**src/rtl/io_route_pkg.sv**
```systemverilog
package io_route_pkg;

  localparam int ADDR_W  = 25;
  localparam int BND_LSB = 12;
  localparam int BND_W   = ADDR_W - BND_LSB;
  localparam logic [1:0] LINK_RSVD = 2'b11;

  typedef struct packed {
    logic             rd_ok;
    logic             wr_ok;
    logic             vga_on;
    logic             isa_on;
    logic [BND_W-1:0] lo;
  } win_base_t;

  typedef struct packed {
    logic [2:0]       node;
    logic [1:0]       link;
    logic [BND_W-1:0] hi;
  } win_dest_t;

  // Address lies in the legacy 64 KB region.
  function automatic logic low_64k(input logic [ADDR_W-1:0] a);
    return a[ADDR_W-1:16] == '0;
  endfunction

  // Standard display adapter port windows (ten-bit decode).
  function automatic logic display_port(input logic [ADDR_W-1:0] a);
    logic [9:0] p;
    p = a[9:0];
    return low_64k(a) &&
           (((p >= 10'h3B0) && (p <= 10'h3BB)) ||
            ((p >= 10'h3C0) && (p <= 10'h3DF)));
  endfunction

  // Upper 768 bytes of a 1 KB block below 64 KB.
  function automatic logic alias_zone(input logic [ADDR_W-1:0] a);
    return low_64k(a) && (a[9:8] != 2'b00);
  endfunction

  // Inclusive page compare on the boundary bits.
  function automatic logic in_window(input logic [ADDR_W-1:0] a,
                                     input logic [BND_W-1:0]  lo,
                                     input logic [BND_W-1:0]  hi);
    return (a[ADDR_W-1:BND_LSB] >= lo) && (a[ADDR_W-1:BND_LSB] <= hi);
  endfunction

endpackage

```
**src/rtl/io_route_regs.sv**
```systemverilog
module io_route_regs
  import io_route_pkg::*;
#(
  parameter int NUM_PAIRS = 4,
  parameter int CFG_AW    = 8,
  parameter int WIN_BASE  = 'hC0
) (
  input  logic              clk,
  input  logic              rst_n,
  input  logic              wr_en,
  input  logic [CFG_AW-1:0] addr,
  input  logic [31:0]       wdata,
  output win_base_t         base_q [NUM_PAIRS],
  output win_dest_t         dest_q [NUM_PAIRS]
);

  localparam int SPAN = 8 * NUM_PAIRS;

  logic [CFG_AW-1:0] rel;
  logic              in_span;
  logic              aligned;
  logic [NUM_PAIRS-1:0] base_we;
  logic [NUM_PAIRS-1:0] dest_we;

  assign rel     = addr - CFG_AW'(WIN_BASE);
  assign in_span = (addr >= CFG_AW'(WIN_BASE)) && (int'(rel) < SPAN);
  assign aligned = addr[1:0] == 2'b00;

  for (genvar i = 0; i < NUM_PAIRS; i++) begin : g_pair
    assign base_we[i] = wr_en && in_span && aligned &&
                        (int'(rel[CFG_AW-1:3]) == i) && !rel[2];
    assign dest_we[i] = wr_en && in_span && aligned &&
                        (int'(rel[CFG_AW-1:3]) == i) && rel[2];

    always_ff @(posedge clk or negedge rst_n) begin
      if (!rst_n) begin
        base_q[i] <= '0;
        dest_q[i] <= '0;
      end else begin
        if (base_we[i]) begin
          base_q[i].rd_ok  <= wdata[0];
          base_q[i].wr_ok  <= wdata[1];
          base_q[i].vga_on <= wdata[4];
          base_q[i].isa_on <= wdata[5];
          base_q[i].lo     <= wdata[ADDR_W-1:BND_LSB];
        end
        if (dest_we[i]) begin
          dest_q[i].node <= wdata[2:0];
          dest_q[i].link <= wdata[5:4];
          dest_q[i].hi   <= wdata[ADDR_W-1:BND_LSB];
        end
      end
    end

    AST_BASE_LOADED: assert property (@(posedge clk) disable iff (!rst_n)
      base_we[i] |=> (base_q[i].lo == $past(wdata[ADDR_W-1:BND_LSB])))
      else $error("boundary field not loaded");
  end

  AST_ONE_TARGET: assert property (@(posedge clk) disable iff (!rst_n)
    $onehot0({base_we, dest_we}))
    else $error("config write hit two registers");

  AST_MISALIGNED_IGNORED: assert property (@(posedge clk) disable iff (!rst_n)
    (!aligned || !in_span) |-> ({base_we, dest_we} == '0))
    else $error("undecoded offset wrote a register");

endmodule

```
**src/rtl/io_route_match.sv**
```systemverilog
module io_route_match
  import io_route_pkg::*;
(
  input  logic              clk,
  input  logic              rst_n,
  input  win_base_t         base,
  input  win_dest_t         dest,
  input  logic [ADDR_W-1:0] addr,
  input  logic              is_write,
  output logic              hit
);

  logic dir_ok;
  logic link_ok;
  logic range_hit;
  logic alias_block;
  logic vga_hit;

  assign dir_ok      = is_write ? base.wr_ok : base.rd_ok;
  assign link_ok     = dest.link != LINK_RSVD;
  assign range_hit   = in_window(addr, base.lo, dest.hi);
  assign alias_block = base.isa_on && alias_zone(addr);
  assign vga_hit     = base.vga_on && display_port(addr);

  assign hit = dir_ok && link_ok && ((range_hit && !alias_block) || vga_hit);

  AST_NO_RSVD_LINK: assert property (@(posedge clk) disable iff (!rst_n)
    hit |-> (dest.link != 2'b11))
    else $error("reserved link produced a hit");

  AST_DIR_GATED: assert property (@(posedge clk) disable iff (!rst_n)
    hit |-> (is_write ? base.wr_ok : base.rd_ok))
    else $error("hit on disallowed direction");

  AST_ALIAS_ONLY_VGA: assert property (@(posedge clk) disable iff (!rst_n)
    (hit && alias_block) |-> vga_hit)
    else $error("alias filter bypassed");

endmodule

```
**src/rtl/io_route_pick.sv**
```systemverilog
module io_route_pick #(
  parameter int NUM_PAIRS = 4,
  localparam int IDX_W    = (NUM_PAIRS > 1) ? $clog2(NUM_PAIRS) : 1
) (
  input  logic                 clk,
  input  logic                 rst_n,
  input  logic [NUM_PAIRS-1:0] hits,
  output logic                 any,
  output logic [IDX_W-1:0]     idx
);

  always_comb begin
    any = 1'b0;
    idx = '0;
    for (int i = NUM_PAIRS - 1; i >= 0; i--) begin
      if (hits[i]) begin
        any = 1'b1;
        idx = IDX_W'(i);
      end
    end
  end

  logic [NUM_PAIRS-1:0] below_mask;
  assign below_mask = (NUM_PAIRS'(1) << idx) - NUM_PAIRS'(1);

  AST_WINNER_HIT: assert property (@(posedge clk) disable iff (!rst_n)
    any |-> hits[idx])
    else $error("winner did not hit");

  AST_LOWEST_WINS: assert property (@(posedge clk) disable iff (!rst_n)
    any |-> ((hits & below_mask) == '0))
    else $error("lower window skipped");

  AST_ANY_MATCHES: assert property (@(posedge clk) disable iff (!rst_n)
    any == (hits != '0))
    else $error("hit summary mismatch");

endmodule

```
**src/rtl/io_space_router.sv**
```systemverilog
module io_space_router
  import io_route_pkg::*;
#(
  parameter int NUM_PAIRS = 4,
  parameter int CFG_AW    = 8
) (
  input  logic              clk,
  input  logic              rst_n,
  input  logic              cfg_wr_en,
  input  logic [CFG_AW-1:0] cfg_addr,
  input  logic [31:0]       cfg_wdata,
  input  logic              req_valid,
  input  logic [24:0]       req_addr,
  input  logic              req_is_write,
  output logic              rsp_valid,
  output logic              rsp_hit,
  output logic [2:0]        rsp_node,
  output logic [1:0]        rsp_link,
  output logic [1:0]        rsp_pair
);

  localparam int IDX_W = (NUM_PAIRS > 1) ? $clog2(NUM_PAIRS) : 1;

  win_base_t            base_q [NUM_PAIRS];
  win_dest_t            dest_q [NUM_PAIRS];
  logic [NUM_PAIRS-1:0] pair_hit;
  logic                 any_hit;
  logic [IDX_W-1:0]     win_idx;

  io_route_regs #(.NUM_PAIRS(NUM_PAIRS), .CFG_AW(CFG_AW)) u_regs (
    .clk    (clk),
    .rst_n  (rst_n),
    .wr_en  (cfg_wr_en),
    .addr   (cfg_addr),
    .wdata  (cfg_wdata),
    .base_q (base_q),
    .dest_q (dest_q)
  );

  for (genvar i = 0; i < NUM_PAIRS; i++) begin : g_match
    io_route_match u_match (
      .clk      (clk),
      .rst_n    (rst_n),
      .base     (base_q[i]),
      .dest     (dest_q[i]),
      .addr     (req_addr),
      .is_write (req_is_write),
      .hit      (pair_hit[i])
    );
  end

  io_route_pick #(.NUM_PAIRS(NUM_PAIRS)) u_pick (
    .clk   (clk),
    .rst_n (rst_n),
    .hits  (pair_hit),
    .any   (any_hit),
    .idx   (win_idx)
  );

  logic       take_hit;
  logic [2:0] sel_node;
  logic [1:0] sel_link;

  assign take_hit = req_valid && any_hit;
  assign sel_node = take_hit ? dest_q[win_idx].node : 3'd0;
  assign sel_link = take_hit ? dest_q[win_idx].link : 2'd0;

  always_ff @(posedge clk or negedge rst_n) begin
    if (!rst_n) begin
      rsp_valid <= 1'b0;
      rsp_hit   <= 1'b0;
      rsp_node  <= '0;
      rsp_link  <= '0;
      rsp_pair  <= '0;
    end else begin
      rsp_valid <= req_valid;
      rsp_hit   <= take_hit;
      rsp_node  <= sel_node;
      rsp_link  <= sel_link;
      rsp_pair  <= take_hit ? 2'(win_idx) : 2'd0;
    end
  end

  AST_RSP_TIMING: assert property (@(posedge clk) disable iff (!rst_n)
    $past(rst_n) |-> (rsp_valid == $past(req_valid)))
    else $error("response not one cycle after request");

  AST_MISS_ZERO: assert property (@(posedge clk) disable iff (!rst_n)
    !rsp_hit |-> (rsp_node == 3'd0 && rsp_link == 2'd0 && rsp_pair == 2'd0))
    else $error("miss with nonzero fields");

  AST_HIT_HAS_VALID: assert property (@(posedge clk) disable iff (!rst_n)
    rsp_hit |-> rsp_valid)
    else $error("hit without response");

  AST_HIT_LINK_LEGAL: assert property (@(posedge clk) disable iff (!rst_n)
    rsp_hit |-> (rsp_link != 2'b11))
    else $error("reserved link routed");

endmodule

```
**config.mk**
```make
export PLATFORM = sky130hd
export DESIGN_NAME = io_space_router
export DESIGN_NICKNAME = d
export VERILOG_FILES = /design/src/rtl/io_route_pkg.sv /design/src/rtl/io_route_regs.sv /design/src/rtl/io_route_match.sv /design/src/rtl/io_route_pick.sv /design/src/rtl/io_space_router.sv
export SDC_FILE = /design/constraint.sdc
export NUM_CORES = 1
export LEC_CHECK = 0
export BUFFER_PORTS_ARGS = -buffer_cell sky130_fd_sc_hd__buf_2
export CORE_MARGIN = 2
export CORE_UTILIZATION = 35
export DETAILED_ROUTE_END_ITERATION = 8
export MAX_ROUTING_LAYER = met4
export PLACE_DENSITY = 0.55
export SLEW_MARGIN = 40
export SYNTH_ARGS = -nofsm -noshare
export SYNTH_HDL_FRONTEND = slang
export SYNTH_SLANG_ARGS = --single-unit
```
**constraint.sdc**
```tcl
create_clock -name clk -period 2.9 [get_ports clk]
set_clock_uncertainty 0.2 [all_clocks]
set_input_delay 0.58 -clock clk [delete_from_list [all_inputs] [get_ports clk]]
set_output_delay 0.58 -clock clk [all_outputs]
set_load 0.02 [all_outputs]
```
==> impl_metrics.py, run 1 <==
metrics = {
    "global_routing": {
        "grt_antenna_before_repair": 0,
        "grt-ovfl-total": 0,
        "grt_first_pass_wirelength_mm": 33.7,
        "grt_max_degree": 63,
        "grt_usage_pct": 18.5,
        "grt_pass1_vias": 6072,
    },
    "power_and_ir_drop": {
        "peakVddDrop_uv": 356,
        "leakage_nw": 5.30,
        "powerDensity_nw_per_um2": 459,
        "finalPower_mw": 4.80,
    },
    "place": {
        "place_hpwl_mm": 15.3,
        "dpl_cell_area_sq_um": 9680,
        "dp.cells": 1227,
        "finalWeightedCongestion": 0.788,
        "port-buffer-count": 60,
        "dp_slack_ns": -0.474,
    },
    "clock_tree": {
        "htree_levels": 4,
        "clockRootBuffer": "clkbuf_16",
        "cts_made_buffers": 17,
        "cts_tree": "done",
        "cts.path.max_buffers": 2,
        "clk_latency_ns": 0.43,
        "clock_sinks": 149,
        "cts.reportedPaths.clkPinSlew_ns": 0.06,
    },
    "final_layout": {
        "fin_area_sq_um": 10500,
        "layout_common_cells": "dfrtp_1 (149), ha_1 (101), inv_1 (99), mux2_2 (92), nand2_1 (76)",
        "fin_cells": 1262,
        "fillers": 2242,
        "fin_nets": 1105,
        "layout-drive-gt1-share_pct": 32.3,
        "diodes": 0,
        "final_common_cell": "dfrtp_1",
        "syn_to_final_growth_pct": 25.1,
        "fin_util_pct": 44.6,
    },
    "sta": {
        "fin_hold_ws_ns": 0.0977,
        "hold_viol": 0,
        "worst_slew_pin_slew_ns": 0.619,
        "setup_ws_ns": 0.0789,
        "final-max-slew-violation-count": 0,
        "period_share_pct": 97.3,
        "grt_setup_unrepaired": "yes",
        "setup_violations": 0,
        "slew-limit-headroom_pct": 58.7,
        "max_freq_mhz": 354,
        "fin_crit_ns": 2.82,
        "fin_setup_tns_ns": 0,
    },
    "synth": {
        "synth_top_family_by_area": "adder cells",
        "syn-cell-area_sq_um": 8360,
        "synth-simple-area-share_pct": 8.95,
        "synth_mux_area_share_pct": 13.9,
        "synthXorXnorAreaFrac_pct": 0,
        "ys_types": 54,
        "syn_avg_cell_area_sq_um": 10.6,
        "syn_nets": 962,
        "syn_inst": 787,
        "synth-edff-count": 0,
        "synthAdderAreaFrac_pct": 15.7,
        "ys_seq_area_share_pct": 44.6,
        "synth_flop_cell": "dfrtp_1",
        "async_flop_share_pct": 100,
        "ys_warn_count": 0,
        "synth-compound-area-share_pct": 11.3,
        "ys_ff_latch": 149,
    },
    "worst_setup_path": {
        "cp-start-kind": "input pin",
        "reg2reg_depth": 12,
        "cp_max_fo": 8,
        "critPathArrivalTime_ns": 2.93,
        "crit_path_end_kind": "register",
        "path_class": "input pin to register",
        "worstPathRequired_ns": 3.01,
    },
    "die": {
        "rows": 56,
        "core_sq_um": 23500,
        "dieArea_sq_um": 25100,
        "ios": 79,
        "start_util_pct": 35.6,
        "die_h_um": 159,
        "die_x_um": 159,
    },
    "detailed_routing": {
        "antenna_left": 0,
        "drtIter0Drc": 260,
        "wl_per_cell_um": 16.7,
        "drt_wl_total_mm": 21.1,
        "drcViolationCount": 0,
        "vias": 6147,
        "firstDrtPassIters": 4,
        "vias_per_cell": 4.87,
    },
    "flow_run": {
        "cap_violations": 0,
    },
    "outcome": {
        "outcome": "finished, final reports clean",
    },
    "worst_hold_path": {
        "hold_path_depth": 1,
        "worstHoldPathType": "input pin to register",
    },
}
layout make-up:
cell class	count	area, sq um	share of cell area, %
clock buffers	17	425	4.07
clock inverters	15	170	1.63
inverters	103	390	3.73
multi-input cells	517	4350	41.5
flip-flops and latches	149	3730	35.6
well taps	319	399	3.81
repair buffers	142	1010	9.61
per-layer routing:
layer	GRT usage [%]	wire length, um	up-vias
met2	28.3	9870	88
li1	-	-	3058
met5	-	0	-
met3	3.59	631	19
met1	25.1	10300	2982
met4	4.80	301	0
cells in the mapped netlist (8+ instances only):
master / number / share of area, %
a21o_1: 14 / 1.3
a21oi_1: 36 / 2.2
clkbuf_1: 15 / 0.67
dfrtp_1: 149 / 45
ha_1: 105 / 16
inv_1: 103 / 4.6
mux2_2: 92 / 12
mux2i_1: 13 / 1.6
nand2_1: 76 / 3.4
nand3_1: 12 / 0.72
nand4_1: 15 / 1.1
nor2_1: 17 / 0.76
o21ai_0: 58 / 3.5
o21ai_1: 8 / 0.48
worst max-delay path, stage by stage:
cell      delay, ns
buf_2          0.18
buf_12         0.15
ha_1           0.30
nor2b_1        0.14
o21ai_1        0.13
a311oi_1       0.11
o31ai_1        0.36
and4_1         0.31
a211oi_2       0.06
nand3b_4       0.19
buf_12         0.16
mux2i_2        0.18
o22ai_2        0.09
worst paths after layout:
check / startpoint / endpoint / slack [ns]
max in group asynchronous: rst_n / u_regs.dest_q[22] / 1.30
min reg2reg: u_regs.base_q[31] / u_regs.base_q[31] / 0.30
max reg2reg: u_regs.base_q[44] / rsp_link[1] / 0.10
max: req_addr[13] / rsp_link[1] / 0.08
min in group asynchronous: rst_n / u_regs.base_q[60] / 0.52
min: req_valid / rsp_valid / 0.1
report_power, final:
part           leakage [nW]  switching (mW)  internal, mW  total (mW)
Sequential             1.83         0.00924          2.10        2.11
Clock                 0.281           0.962          1.29        2.25
Combinational          3.19           0.255         0.184       0.439
Total                  5.30            1.23          3.58        4.80
cell families (layout without fill, tap and decap cells):
kind of cell / Yosys count / count (layout)
adders and majority gates: 105 / 105
DFF: 149 / 149
buffers and inverters: 121 / 277
muxes: 105 / 105
AOI/OAI and AO/OA: 154 / 154
and+or+nand+nor: 153 / 153
sequential cells by signal, summed over array words and instances (netlist names):
register	count
rsp_hit	1
rsp_pair	2
rsp_link	2
rsp_node	3
rsp_valid	1
u_regs.dest_q	72
u_regs.base_q	68
timing repair:
action,in CTS,in global routing
pin swaps,0,20
endpoints found under the hold margin,60,0
endpoints found under the setup margin,5,6
resized for setup,5,30
hold buffers,1,0
setup buffers,0,2
Note: power is estimated with default switching activity, not from simulation.
==> run 2, diff against run 1 <==
Settings changed: CORE_ASPECT_RATIO set to 1.1, HOLD_SLACK_MARGIN set to 0.06.
==> impl_metrics.py, run 2 (synthesized netlist as in run 1, its figures left out) <==
metrics = {
    "outcome": {
        "outcome": "finished, final reports clean",
    },
    "clock_tree": {
        "clock_sinks": 149,
        "cts.path.max_buffers": 2,
        "cts_tree": "done",
        "clockRootBuffer": "clkbuf_16",
        "cts.reportedPaths.clkPinSlew_ns": 0.07,
        "clk_latency_ns": 0.43,
        "cts_made_buffers": 17,
        "htree_levels": 4,
    },
    "worst_setup_path": {
        "crit_family": "compound AO/OA/AOI/OAI gates",
        "r2r-start": "u_regs.dest_q[22]",
        "critPathArrivalTime_ns": 2.93,
        "cp_max_fo": 8,
        "cp.depth": 13,
        "crit_start": "req_addr[15]",
        "path_class": "input pin to register",
        "crit_end": "rsp_node[0]",
        "cp_num_buf_inv": 3,
        "reg2reg_depth": 12,
        "r2r-end": "rsp_node[0]",
        "slowest_delay_ns": 0.30,
        "cp_cell_sequence": "buf_2, buf_4, ha_1, and3_1, o21ai_1, a311oi_2, o31ai_2, and4_4, a211oi_2, nand3b_4, buf_12, mux2i_1, o22ai_1",
        "crit_path_end_kind": "register",
        "rrSetupSlack_ns": 0.16,
        "cp-start-kind": "input pin",
        "critPathSlowestCell": "ha_1",
        "worstPathRequired_ns": 3.02,
    },
    "detailed_routing": {
        "vias_per_cell": 4.89,
        "wl_met1_mm": 9.19,
        "routed.top_layer": "met4",
        "drcViolationCount": 0,
        "wl_per_cell_um": 16.8,
        "vias": 6023,
        "drt_wl_total_mm": 20.7,
        "wl_met2_mm": 10.3,
        "drtIter0Drc": 317,
        "wl_met3_um": 893,
        "firstDrtPassIters": 4,
        "antenna_left": 0,
    },
    "sta": {
        "max_freq_mhz": 355,
        "slew-limit-headroom_pct": 61.2,
        "fin_crit_ns": 2.82,
        "setup_violations": 0,
        "fin_setup_tns_ns": 0,
        "hold_viol": 0,
        "period_share_pct": 97.1,
        "worst_slew_pin_slew_ns": 0.582,
        "final-max-slew-violation-count": 0,
    },
    "power_and_ir_drop": {
        "peakVddDrop_uv": 311,
        "leakage_nw": 5.29,
        "powerDensity_nw_per_um2": 466,
        "finalPower_mw": 4.83,
    },
    "final_layout": {
        "fin_util_pct": 44.0,
        "largest_reg_flops": 72,
        "final_common_cell": "dfrtp_1",
        "syn_to_final_growth_pct": 23.9,
        "diodes": 0,
        "reg.largest.list": "u_regs.dest_q (72), u_regs.base_q (68), rsp_node (3)",
        "fin_nets": 1089,
        "layout_common_cells": "dfrtp_1 (149), ha_1 (102), inv_1 (100), mux2_2 (92), nand2_1 (76)",
        "layout-drive-gt1-share_pct": 31.2,
        "regMostFlops": "u_regs.dest_q",
    },
    "global_routing": {
        "grt-ovfl-total": 0,
        "grt_pass1_vias": 6128,
        "grt_antenna_before_repair": 0,
        "grt_first_pass_wirelength_mm": 33.5,
        "grt_max_degree": 61,
        "grt_usage_pct": 18.0,
    },
    "die": {
        "dieArea_sq_um": 25100,
        "core_sq_um": 23500,
        "die_h_um": 166,
        "start_util_pct": 35.5,
        "die_x_um": 151,
        "rows": 59,
        "ios": 79,
    },
    "flow_run": {
        "cap_violations": 0,
    },
    "place": {
        "place_hpwl_mm": 14.8,
        "port-buffer-count": 60,
        "finalWeightedCongestion": 0.796,
    },
    "worst_hold_path": {
        "min_from": "req_valid",
        "worstHoldPathType": "input pin to register",
    },
}
[run 2: cell count changes in the layout (fill, tap and decap cells not counted), moves of 2 or more]
| cell | change |
|---|---|
| clkinvlp_4 | -4 |
| o21ai_0 | +2 |
| buf_4 | -17 |
| mux2i_1 | +4 |
| and4_4 | +2 |
| a221oi_1 | -2 |
| and4_1 | -2 |
| a21oi_1 | +2 |
| a21oi_2 | -2 |
| a221oi_2 | +2 |
| mux2i_2 | -4 |
[run 2: repair_timing]
item                       4_1_cts  5_1_grt
gates resized for setup          7       31
setup buffers                    0        2
setup endpoints to repair        7        6
pin swaps                        1       20
hold buffers                     1        0
cloned                           0        0
hold endpoints to repair        58        0
[run 2: cell type report]
| type | count | area (sq um) |
|---|---|---|
| Timing Repair Buffer | 126 | 890 |
| Clock buffer | 18 | 439 |
| Inverter | 103 | 387 |
| Tap cell | 305 | 382 |
| Clock inverter | 14 | 164 |
| Sequential cell | 149 | 3730 |
| Multi-Input combinational cell | 517 | 4380 |
| Fill cell | 2229 | 13200 |
[run 2: worst min path at each step]
stage	slack, ns	to	depth (start not counted)
after floorplan	0.08	rsp_hit	0
after global placement	0.28	u_regs.base_q[31]	1
after detailed placement	0.29	u_regs.base_q[67]	1
after CTS	0.08	rsp_valid	1
after global routing	0.07	rsp_valid	1
final	0.08	rsp_valid	1
[run 2: stage by stage]
stage	instance area, sq um	setup WS, ns	instances	hold slack [ns]
after floorplan	8360	0.00725	787	0.0844
after global placement	9550	-0.516	1199	0.280
after detailed placement	9550	-0.549	1199	0.288
after CTS	10200	0.00926	1232	0.0791
after global routing	10400	-0.0108	1232	0.0718
final	10400	0.0840	1232	0.0833
[run 2: metal layers]
| layer | GRT usage (%) | vias to the layer above |
|---|---|---|
| met4 | 5.16 | 0 |
| li1 | - | 3020 |
| met5 | - | - |
| met2 | 28.9 | 93 |
| met1 | 23.7 | 2894 |
| met3 | 2.72 | 16 |
[run 2: where the power goes]
| group | internal (mW) | switching [mW] |
|---|---|---|
| sequential | 2.10 | 0.00882 |
| combinational | 0.176 | 0.250 |
| clock | 1.32 | 0.977 |
==> run 3, diff against run 2 <==
Clock period 2.9 ns to 3.4 ns, I/O delays scaled along.
==> impl_metrics.py, run 3 (synthesized netlist as in run 1, its figures left out) <==
metrics = {
    "final_layout": {
        "diodes": 0,
        "fin_nets": 1073,
        "final_common_cell": "dfrtp_1",
        "fillers": 2278,
        "layout_common_cells": "dfrtp_1 (149), ha_1 (105), inv_1 (103), mux2_2 (92), nand2_1 (76)",
        "largest_reg_flops": 72,
        "fin_util_pct": 42.4,
        "fin_cells": 1216,
        "reg.largest.list": "u_regs.dest_q (72), u_regs.base_q (68), rsp_node (3)",
        "ff_latch_area_sq_um": 3730,
        "multiInputGateArea_sq_um": 4190,
        "fin_area_sq_um": 9980,
        "syn_to_final_growth_pct": 19.4,
        "regMostFlops": "u_regs.dest_q",
        "layout-drive-gt1-share_pct": 27.3,
    },
    "global_routing": {
        "grtUsageMet2_pct": 28.0,
        "use_met3_pct": 3.30,
        "busiest_layer": "met2",
        "grt_antenna_before_repair": 0,
        "grt_usage_pct": 17.4,
        "grt_pass1_vias": 5896,
        "grt_max_degree": 56,
        "globalRouteMet1Util_pct": 22.8,
        "grt_first_pass_wirelength_mm": 32.3,
        "grt-ovfl-total": 0,
    },
    "clock_tree": {
        "clk_latency_ns": 0.43,
        "cts.reportedPaths.clkPinSlew_ns": 0.07,
        "cts.path.max_buffers": 2,
        "htree_levels": 4,
        "cts_setup_buffers": 0,
        "clockRootBuffer": "clkbuf_16",
        "clock_sinks": 149,
        "cts_tree": "done",
        "cts_made_buffers": 17,
    },
    "worst_setup_path": {
        "critPathSlowestCell": "ha_1",
        "cp-start-kind": "input pin",
        "reg2reg_depth": 13,
        "crit_path_end_kind": "register",
        "r2r-end": "rsp_link[1]",
        "r2r-start": "u_regs.base_q[39]",
        "crit_end": "rsp_link[1]",
        "path_class": "input pin to register",
        "cp_max_fo": 8,
        "crit_start": "req_addr[16]",
        "path_common_cell": "buf_4",
        "slowest_delay_ns": 0.31,
        "rrSetupSlack_ns": 0.32,
        "critPathArrivalTime_ns": 3.19,
        "cp_cell_sequence": "buf_2, buf_4, ha_1, and4_1, nor2b_1, o311ai_0, buf_4, o211ai_2, o21ai_1, a211oi_2, nand3b_2, buf_12, mux2i_1, o22ai_1",
        "worstPathRequired_ns": 3.51,
    },
    "sta": {
        "period_share_pct": 90.6,
        "fin_setup_tns_ns": 0,
        "max_freq_mhz": 325,
        "grt_setup_unrepaired": "no",
        "final-max-slew-violation-count": 0,
        "setup_violations": 0,
        "worst_slew_pin_slew_ns": 0.555,
        "slew-limit-headroom_pct": 62.5,
        "fin_crit_ns": 3.08,
        "hold_viol": 0,
        "fin_hold_ws_ns": 0.181,
        "setup_ws_ns": 0.319,
    },
    "die": {
        "core_sq_um": 23500,
        "die_x_um": 151,
        "ios": 79,
        "dieArea_sq_um": 25100,
        "rows": 59,
        "start_util_pct": 35.5,
        "die_h_um": 166,
    },
    "detailed_routing": {
        "firstDrtPassIters": 4,
        "vias": 6000,
        "drt_wl_total_mm": 20.1,
        "wl_per_cell_um": 16.6,
        "vias_per_cell": 4.93,
        "drtIter0Drc": 276,
        "antenna_left": 0,
        "drcViolationCount": 0,
    },
    "power_and_ir_drop": {
        "leakage_nw": 5.15,
        "seqPwrFrac_pct": 45.0,
        "powerDensity_nw_per_um2": 401,
        "clkPwrFrac_pct": 46.7,
        "swShare_pct": 27.4,
        "switchingPower_mw": 1.10,
        "p_comb_share_pct": 8.4,
        "peakVddDrop_uv": 235,
        "internal_power_mw": 2.90,
        "finalPower_mw": 4.00,
    },
    "place": {
        "finalWeightedCongestion": 0.815,
        "dpl_cell_area_sq_um": 9400,
        "port-buffer-count": 60,
        "place_hpwl_mm": 14.6,
        "dp.cells": 1183,
        "dp_slack_ns": -0.136,
    },
    "flow_run": {
        "cap_violations": 0,
    },
    "outcome": {
        "outcome": "finished, final reports clean",
    },
    "worst_hold_path": {
        "worstHoldPathType": "input pin to register",
    },
}
[run 3: cell types whose count changed in the layout (fill, tap and decap cells not counted), sizes merged]
cell,previous run,this run
clkbuf,18,17
inv,112,115
buf,125,109
bufinv,2,0
[run 3: metal layers]
layer	vias up	wire (um)	share of wire [%]
met3	18	584	2.9
met4	0	221	1.1
met2	76	9870	49
li1	2984	-	-
met1	2922	9460	47
met5	-	0	0
[run 3: timing repair]
item | 4_1_cts | 5_1_grt
gates resized for setup | 0 | 0
endpoints found under the hold margin | 44 | 0
hold buffers | 1 | 0
[run 3: worst min path at each step]
stage / from / to / slack (ns) / depth (start not counted)
final: req_valid / rsp_valid / 0.18 / 1
after global routing: req_valid / rsp_valid / 0.16 / 1
after CTS: req_valid / rsp_valid / 0.17 / 1
after detailed placement: u_regs.base_q[31] / u_regs.base_q[31] / 0.28 / 1
after global placement: u_regs.base_q[31] / u_regs.base_q[31] / 0.28 / 1
after floorplan: rst_n / rsp_hit / 0.18 / 0
[run 3: area by class of cell]
| class | instances | area share [%] |
|---|---|---|
| Tap cell | 305 | 3.82 |
| Multi-Input combinational cell | 517 | 42.0 |
| Clock inverter | 15 | 1.50 |
| Inverter | 103 | 3.87 |
| Clock buffer | 17 | 4.26 |
| Sequential cell | 149 | 37.4 |
| Timing Repair Buffer | 110 | 7.23 |
[run 3: worst max-delay path, delay by kind of cell]
kind	cells	cell delay (ns)
adder cells (fa/ha/maj)	1	0.31
AND/OR/NAND/NOR	3	0.54
AO/OA/AOI/OAI	5	0.85
multiplexers	1	0.15
buffers and inverters	4	0.65
[run 3: power by group through the flow]
stage / clock (mW) / sequential [mW] / combinational [mW]
finish: 1.87 / 1.80 / 0.335
global route: 1.99 / 1.80 / 0.384
CTS: 1.91 / 1.80 / 0.342
detailed placement: 0 / 1.83 / 0.340
global placement: 0 / 1.83 / 0.335
floorplan: 0 / 1.83 / 0.137
